## src/rtl/legacy_cmd_xlate_pkg.sv

```systemverilog
package legacy_cmd_xlate_pkg;

  localparam int BYTE_W    = 8;
  localparam int NATIVE_N  = 4;
  localparam int NAT_IDX_W = $clog2(NATIVE_N);

  // native register indices (also the nativeSel encoding)
  localparam int IDX_CLKSEL  = 0;
  localparam int IDX_CURCTL  = 1;
  localparam int IDX_MUXCTL2 = 2;
  localparam int IDX_MISC    = 3;

  // mode register field positions
  localparam int MODE_CURMODE = 0;
  localparam int MODE_CUREN   = 1;
  localparam int MODE_CLKIN   = 4;
  localparam int MODE_NONVGA  = 5;
  localparam int MODE_RSVD    = 6;

  // extended register field positions
  localparam int EXT_ADDR_LO = 0;
  localparam int EXT_DBL     = 3;

  // native destination bit positions
  localparam int CLK_IN_BIT   = 0;
  localparam int CLK_CLR_A    = 1;
  localparam int CLK_CLR_B    = 2;
  localparam int CLK_RSVD_BIT = 3;
  localparam int CLK_DBL_BIT  = 4;
  localparam int CUR_CLR_A    = 2;
  localparam int CUR_CLR_B    = 5;
  localparam int CUR_MODE_BIT = 4;
  localparam int CUR_EN_BIT   = 6;
  localparam int MUX_VGA_BIT  = 7;
  localparam int MISC_VGA_BIT = 4;

  // readback masks
  localparam logic [BYTE_W-1:0] MODE_RD_MASK = 8'hBF;
  localparam logic [BYTE_W-1:0] EXT_RD_MASK  = 8'h0F;

  typedef struct packed {
    logic                 wrMode;
    logic                 wrExt;
    logic                 rdMode;
    logic                 rdExt;
    logic                 nativeWr;
    logic [NAT_IDX_W-1:0] nativeIdx;
  } ctrlStrobes_t;

endpackage

```

## src/rtl/legacy_cmd_xlate_ctrl.sv

```systemverilog
module legacy_cmd_xlate_ctrl
  import legacy_cmd_xlate_pkg::*;
#(
  parameter int               SEL_W     = 5,
  parameter logic [SEL_W-1:0] MODE_SEL  = 5'b11001,
  parameter logic [SEL_W-1:0] EXT_SEL   = 5'b11010
) (
  input  logic [SEL_W-1:0]     regSel,
  input  logic                 wrEn,
  input  logic                 extRegEn,
  input  logic                 nativeWrEn,
  input  logic [NAT_IDX_W-1:0] nativeSel,
  output ctrlStrobes_t         strb
);

  logic hitMode;
  logic hitExt;

  always_comb begin
    hitMode = (regSel == MODE_SEL);
    // the extended register only decodes while the base register unlocks it
    hitExt  = (regSel == EXT_SEL) && extRegEn;

    strb           = '0;
    strb.wrMode    = wrEn && hitMode;
    strb.wrExt     = wrEn && hitExt;
    strb.rdMode    = hitMode;
    strb.rdExt     = hitExt;
    strb.nativeWr  = nativeWrEn;
    strb.nativeIdx = nativeSel;
  end

endmodule

```

## src/rtl/legacy_cmd_xlate_dp.sv

```systemverilog
module legacy_cmd_xlate_dp
  import legacy_cmd_xlate_pkg::*;
(
  input  logic              clk,
  input  logic              rstN,
  input  ctrlStrobes_t      strb,
  input  logic [BYTE_W-1:0] wrData,
  input  logic [BYTE_W-1:0] nativeWrData,
  output logic [BYTE_W-1:0] rdData,
  output logic [BYTE_W-1:0] nativeQ [NATIVE_N],
  output logic [1:0]        cursorAddrHi
);

  logic [BYTE_W-1:0] modeQ;
  logic [BYTE_W-1:0] extQ;
  logic [BYTE_W-1:0] setMask [NATIVE_N];
  logic [BYTE_W-1:0] setVal  [NATIVE_N];
  logic [BYTE_W-1:0] clrMask [NATIVE_N];

  // emulated registers
  always_ff @(posedge clk or negedge rstN) begin
    if (!rstN) begin
      modeQ <= '0;
    end else if (strb.wrMode) begin
      modeQ <= wrData;
    end
  end

  always_ff @(posedge clk or negedge rstN) begin
    if (!rstN) begin
      extQ <= '0;
    end else if (strb.wrExt) begin
      extQ <= wrData;
    end
  end

  // fan-out of one legacy write into per-native set and clear masks
  always_comb begin
    for (int k = 0; k < NATIVE_N; k++) begin
      setMask[k] = '0;
      setVal[k]  = '0;
      clrMask[k] = '0;
    end
    if (strb.wrMode) begin
      clrMask[IDX_CLKSEL][CLK_CLR_A]   = 1'b1;
      clrMask[IDX_CLKSEL][CLK_CLR_B]   = 1'b1;
      clrMask[IDX_CURCTL][CUR_CLR_A]   = 1'b1;
      clrMask[IDX_CURCTL][CUR_CLR_B]   = 1'b1;

      setMask[IDX_CLKSEL][CLK_IN_BIT]   = 1'b1;
      setVal[IDX_CLKSEL][CLK_IN_BIT]    = wrData[MODE_CLKIN];
      setMask[IDX_CLKSEL][CLK_RSVD_BIT] = 1'b1;
      setVal[IDX_CLKSEL][CLK_RSVD_BIT]  = wrData[MODE_RSVD];

      setMask[IDX_CURCTL][CUR_MODE_BIT] = 1'b1;
      setVal[IDX_CURCTL][CUR_MODE_BIT]  = wrData[MODE_CURMODE];
      setMask[IDX_CURCTL][CUR_EN_BIT]   = 1'b1;
      setVal[IDX_CURCTL][CUR_EN_BIT]    = wrData[MODE_CUREN];

      setMask[IDX_MUXCTL2][MUX_VGA_BIT] = 1'b1;
      setVal[IDX_MUXCTL2][MUX_VGA_BIT]  = wrData[MODE_NONVGA];
      setMask[IDX_MISC][MISC_VGA_BIT]   = 1'b1;
      setVal[IDX_MISC][MISC_VGA_BIT]    = wrData[MODE_NONVGA];
    end
    if (strb.wrExt) begin
      setMask[IDX_CLKSEL][CLK_DBL_BIT] = 1'b1;
      setVal[IDX_CLKSEL][CLK_DBL_BIT]  = wrData[EXT_DBL];
    end
  end

  // native registers: direct byte, then clears, then mapped bits
  for (genvar k = 0; k < NATIVE_N; k++) begin : gNative
    logic [BYTE_W-1:0] baseVal;
    logic [BYTE_W-1:0] nextVal;

    always_comb begin
      baseVal = (strb.nativeWr && (strb.nativeIdx == NAT_IDX_W'(k)))
                ? nativeWrData : nativeQ[k];
      nextVal = ((baseVal & ~clrMask[k]) & ~setMask[k]) | (setVal[k] & setMask[k]);
    end

    always_ff @(posedge clk or negedge rstN) begin
      if (!rstN) begin
        nativeQ[k] <= '0;
      end else begin
        nativeQ[k] <= nextVal;
      end
    end
  end

  assign cursorAddrHi = extQ[EXT_ADDR_LO +: 2];

  always_comb begin
    if (strb.rdMode) begin
      rdData = modeQ & MODE_RD_MASK;
    end else if (strb.rdExt) begin
      rdData = extQ & EXT_RD_MASK;
    end else begin
      rdData = '0;
    end
  end

endmodule

```

## src/rtl/legacy_cmd_xlate.sv

```systemverilog
module legacy_cmd_xlate
  import legacy_cmd_xlate_pkg::*;
#(
  parameter int               SEL_W    = 5,
  parameter logic [SEL_W-1:0] MODE_SEL = 5'b11001,
  parameter logic [SEL_W-1:0] EXT_SEL  = 5'b11010
) (
  input  logic                 clk,
  input  logic                 rstN,
  input  logic [SEL_W-1:0]     regSel,
  input  logic                 wrEn,
  input  logic [BYTE_W-1:0]    wrData,
  input  logic                 extRegEn,
  input  logic                 nativeWrEn,
  input  logic [NAT_IDX_W-1:0] nativeSel,
  input  logic [BYTE_W-1:0]    nativeWrData,
  output logic [BYTE_W-1:0]    rdData,
  output logic [BYTE_W-1:0]    clkSelReg,
  output logic [BYTE_W-1:0]    curCtlReg,
  output logic [BYTE_W-1:0]    muxCtl2Reg,
  output logic [BYTE_W-1:0]    miscCtlReg,
  output logic [1:0]           cursorAddrHi
);

  ctrlStrobes_t      strb;
  logic [BYTE_W-1:0] nativeQ [NATIVE_N];

  legacy_cmd_xlate_ctrl #(
    .SEL_W   (SEL_W),
    .MODE_SEL(MODE_SEL),
    .EXT_SEL (EXT_SEL)
  ) uCtrl (
    .regSel    (regSel),
    .wrEn      (wrEn),
    .extRegEn  (extRegEn),
    .nativeWrEn(nativeWrEn),
    .nativeSel (nativeSel),
    .strb      (strb)
  );

  legacy_cmd_xlate_dp uDp (
    .clk         (clk),
    .rstN        (rstN),
    .strb        (strb),
    .wrData      (wrData),
    .nativeWrData(nativeWrData),
    .rdData      (rdData),
    .nativeQ     (nativeQ),
    .cursorAddrHi(cursorAddrHi)
  );

  assign clkSelReg  = nativeQ[IDX_CLKSEL];
  assign curCtlReg  = nativeQ[IDX_CURCTL];
  assign muxCtl2Reg = nativeQ[IDX_MUXCTL2];
  assign miscCtlReg = nativeQ[IDX_MISC];

endmodule

```

## config.mk

```make
export PLATFORM = sky130hd
export DESIGN_NAME = legacy_cmd_xlate
export DESIGN_NICKNAME = d
export VERILOG_FILES = /design/src/rtl/legacy_cmd_xlate_pkg.sv /design/src/rtl/legacy_cmd_xlate_ctrl.sv /design/src/rtl/legacy_cmd_xlate_dp.sv /design/src/rtl/legacy_cmd_xlate.sv
export SDC_FILE = /design/constraint.sdc
export NUM_CORES = 1
export LEC_CHECK = 0
export BUFFER_PORTS_ARGS = -buffer_cell sky130_fd_sc_hd__clkbuf_2
export CAP_MARGIN = 5
export CORE_UTILIZATION = 25
export CTS_BUF_LIST = sky130_fd_sc_hd__clkbuf_16
export DETAILED_ROUTE_END_ITERATION = 16
export GPL_TIMING_DRIVEN = 0
export RECOVER_POWER = 25
export SYNTH_ARGS = -nofsm -noshare
export SYNTH_HDL_FRONTEND = slang
export SYNTH_HIERARCHICAL = 1
export SYNTH_SLANG_ARGS = --single-unit
export TNS_END_PERCENT = 10
```

## constraint.sdc

```tcl
create_clock -name clk -period 1.56 [get_ports clk]
set_input_delay 0.312 -clock clk [delete_from_list [all_inputs] [get_ports clk]]
set_output_delay 0.312 -clock clk [all_outputs]
set_load 0.03 [all_outputs]
```

# --- Word-level counts from Yosys, hierarchy flattened ---
# Index checks and enable logic that the tools add are counted.
word_totals:
  latchBits: 0
  ram_bits: 0
  romBits: 0
  out_inout_bits: 42
  ff_bits: 44
  n_memories: 0
op_classes:
  n_shift: 0
  n_div: 0
  mux: 15
  n_bitwise: 20
  addsub: 0
  n_lt_le_gt_ge: 0
  n_reduce_logical: 8
  n_eq_ne: 5
  mul: 0
ops:
  columns: ["op", "n"]
  rows:
  - ["$and 8x8->8", 7]
  - ["$mux 8", 5]
  - ["$or 8x8->8", 4]
  - ["$not 5->8", 2]
  - ["$and 5x5->5", 2]
  - ["$eq 5x5->1 const B", 2]
  - ["$mux 1", 8]
  - ["$not 3->8", 1]
  - ["$not 6->8", 1]
  - ["$not 7->8", 1]
  - ["$not 8->8", 1]
  - ["$and 7x7->7", 1]
  - ["$logic_and 1x1->1", 7]
  - ["$eq 2x2->1 const B", 2]
  - ["$mux 4", 1]
  - ["$eq 2x1->1 const B", 1]
  - ["$logic_not 2->1", 1]
  - ["$mux 2", 1]

# --- Logic depth before layout (Yosys ltp) ---
logic_depth:
  word_depth: 7
  depth_mapped: 5
  ltp_nobuf: 4

# --- By module ---
# The synthesis kept the hierarchy.
modules_own_cells:
  columns: ["mod", "cells_each", "instances", "area_each_um2", "seq_area_each_um2"]
  rows:
  - ["legacy_cmd_xlate_dp", 120, 1, 1783.0, 1076.0]
  - ["legacy_cmd_xlate_ctrl", 13, 1, 112.6, 0.0]

# --- Worst setup path after synthesis ---
# OpenSTA, ideal clock, no wires.
synth_timing:
  path_type: "input port to output port"
  start: "in regSel[2]"
  end: "out rdData[3]"
  required_time_ps: 1248
  cell_stages: 5
  path_buffers: 1
  path_slack_ps: -245
  arrival_time_ps: 1493
  cell_sequence: "nand3b_4 nor3_1 buf_4 nand2_1 o21ai_0"
synth_between:
  elab_chain_cells: 4
  word_cells_on_any_way: 5
synth_lines:
  columns: ["element", "line_no", "text"]
  rows:
  - ["start: declaration", "legacy_cmd_xlate.sv:10", "input logic [SEL_W-1:0] regSel,"]
  - ["$eq 5x5->1", "legacy_cmd_xlate_ctrl.sv:22", "hitExt = (regSel == EXT_SEL) && extRegEn;"]
  - ["$logic_and 1x1->1", "legacy_cmd_xlate_ctrl.sv:22", null]
  - ["named net uCtrl.hitExt", "legacy_cmd_xlate_ctrl.sv:17", "logic hitExt;"]
  - ["$mux 4", "legacy_cmd_xlate_dp.sv:96", "end else if (strb.rdExt) begin"]
  - ["$mux 8", "legacy_cmd_xlate_dp.sv:94", "if (strb.rdMode) begin"]
  - ["end: declaration", "legacy_cmd_xlate.sv:17", "output logic [BYTE_W-1:0] rdData,"]
# The timed path passes the listed nets, and every way through them passes these cells.

# --- Final worst setup path ---
layout_timing:
  start: "in regSel[2]"
  end: "out rdData[0]"
layout_between:
  word_cells_on_any_way: 5
layout_rtl:
  columns: ["element", "line_no", "text"]
  rows:
  - ["$eq 5x5->1", "legacy_cmd_xlate_ctrl.sv:20", "hitMode = (regSel == MODE_SEL);"]
  - ["named net uCtrl.hitMode", "legacy_cmd_xlate_ctrl.sv:16", "logic hitMode;"]
  - ["$mux 8", "legacy_cmd_xlate_dp.sv:94", null]
# The timed path passes the listed nets, and every way through them passes these cells.

==> flow_summary.toml <==
[place]
gp_congestion = 0.643
dpl.cell_count = 297
place_ws_ps = -308
place_area_um2 = 2350
dp_hpwl_um = 2970
io_buffers = 65

[logic_synthesis]
syn-num-nets = 161
syn-cell-area_um2 = 1900
postSynthCellCount = 133
synth_simple_gate_area_share_pct = 9.77
yosysUniqueCellTypes = 22
ys_seq_elements = 43
synth_fa_ha_area_share_pct = 0
synth.avg_cell_area_um2 = 14.3
yosysSeqAreaShare_pct = 56.8
synth_xor_area_share_pct = 0
synth_compound_area_share_pct = 2.44
synth_warnings = 6
synth_top_family_by_area = "multiplexers"
synth_mux_area_share_pct = 27.1

[sta]
drv_slew = 0
post-route-period-util_pct = 106
final.setup.worst_slack_ps = -101
fmax_mhz = 602
rsz0062_at_grt = "true"
worstMarginPinSlew_ps = 1100
slew_headroom_pct = 26.8
fin_crit_ps = 1660
fin_skew_ps = 0
tns_ps = -392
hold_viol_final = 0
setup_violations = 6

[floorplanning]
die-height_um = 89.1
die-area_um2 = 7930
io_pins = 70
fp-row-count = 31
start_util_pct = 26.0
core_area_um2 = 7290
die_w_um = 89.1

[clock_tree]
root_buffer = "clkbuf_16"
clock_path_buffers = 2
path_clk_slew_ps = 60
insertion_delay_ps = 280
numCtsBuffers = 5
cts_tree = "built"
cts.sinks = 43
h-tree-depth = 2

[outcome]
violations = "setup timing"
status = "finished with violations"

[setup_path]
worstRegToRegCells = 2
crit_arrival_ps = 1350
worst_setup_path_end_kind = "primary output"
cp.required_ps = 1250
start_kind = "input port"
worst-path-max-fanout = 5
worstSetupPathType = "in2out"
ff2ff_setup_slack_ps = 560

[layout]
fin_area_um2 = 2560
multi_input_area_um2 = 774
drive_gt1_share_pct = 63.8
seq_area_um2 = 1080
syn_to_final_growth_pct = 34.9
mostFrequentLayoutCells = "clkbuf_2 (60), dfrtp_1 (43), mux2_2 (42), buf_4 (8), nor2_1 (6)"
layout_commonest_cell = "clkbuf_2"
fin_util_pct = 35.1
diodes = 0
fill_cells = 761
nets = 235
instances_no_fill = 306

[global_routing]
gr-total-overflow = 0
antenna_found_initial = 0
grt_max_degree = 44
grt_pass1_wl_um = 6610
grt_util_all_layers_pct = 11.4
grt_pass1_vias = 1258

[detailed_routing]
vias_per_cell = 4.21
drc_errors = 0
drt_wl_total_um = 4210
first_pass_iters = 4
drt_iter0_drc = 15
drtAntennaViolNets = 0
wl_per_cell_um = 13.8
vias = 1289

[power_and_ir_drop]
powerDensity_nw_per_um2 = 1290
vdd_ir_drop_max_uv = 524
leakage_nw = 1.24

[job]
drv_cap = 0

[min_path]
hp-class = "in2async"
==> worst max path at each step <==
stage                   end      start  cells past startpoint
2_1_floorplan     rdData[1]  regSel[2]                      5
6_report          rdData[0]  regSel[2]                      7
3_3_place_gp   uDp/modeQ[5]  regSel[2]                      5
5_1_grt           rdData[0]  regSel[2]                      7
3_5_place_dp   uDp/modeQ[5]  regSel[2]                      5
4_1_cts           rdData[0]  regSel[2]                      7
==> report_power, final <==
| group | switching, W | internal, W | leakage, nW |
|---|---|---|---|
| Clock | 0.000394 | 0.000575 | 0.0671 |
| Combinational | 0.000555 | 0.000333 | 0.648 |
| Sequential | 0.000105 | 0.00133 | 0.520 |
| Total | 0.00105 | 0.00223 | 1.24 |
==> worst max-delay path, stage by stage <==
cell and delay (ps):
clkbuf_2 80, nand3b_4 190, nor3b_4 230, buf_6 150
nor2b_4 50, a22o_4 220, buf_8 130
==> kinds of logic after synthesis <==
family	after synthesis
flops	43
compound gates	6
mux	46
simple gates	26
other cells	1
buf+inv	11
==> cells in the mapped netlist <==
cell	count	area share [%]
inv_1	1	0.20
mux2i_1	4	2.1
nand3b_2	1	0.59
o21ai_0	1	0.26
nand3_1	1	0.26
conb_1	1	0.20
nor2b_1	2	0.66
nor3b_2	1	0.66
buf_4	8	3.2
dfrtp_1	43	57
and2_1	3	0.99
a22o_1	3	1.4
clkbuf_1	2	0.40
mux2_2	42	25
nand3b_4	1	1.1
nand3b_1	1	0.40
nand2_1	4	0.79
nor3b_4	1	0.99
nor2_1	6	1.2
nor3_1	4	1.1
a211oi_1	2	0.79
nor4_4	1	1.1
==> through the flow <==
stage / hold slack (ps) / power [W]
after floorplan: 16.4 / 0.00205
after global placement: 483 / 0.00233
after detailed placement: 492 / 0.00235
after CTS: 263 / 0.00335
after global routing: 266 / 0.00348
final: 240 / 0.00329
==> per-layer routing <==
metal	part of all wire (%)	GRT usage [%]	vias up
met5	0	0	-
met4	0.36	3.03	0
met3	5.2	3.23	2
met2	47	18.0	45
met1	48	15.4	631
li1	-	-	611
==> area by class of cell <==
class                      instances  share of cell area, %
multi-input combinational         79                   30.3
timing repair buffer              67                   14.7
tap                               99                   4.84
clock buffer                       5                   4.89
sequential                        43                   42.1
buffer                            10                   2.74
inverter                           1                  0.147
clock inverter                     2                  0.342
==> timing repair <==
item                                    4_1_cts  5_1_grt
endpoints found under the setup margin       17       11
buffers inserted                              0        1
hold buffers                                  0        0
resized for setup                            14       10
hold endpoints to repair                      0        0
pin swaps                                     2        1
cloned                                        1        0
Power figures use the tool's default switching activity.
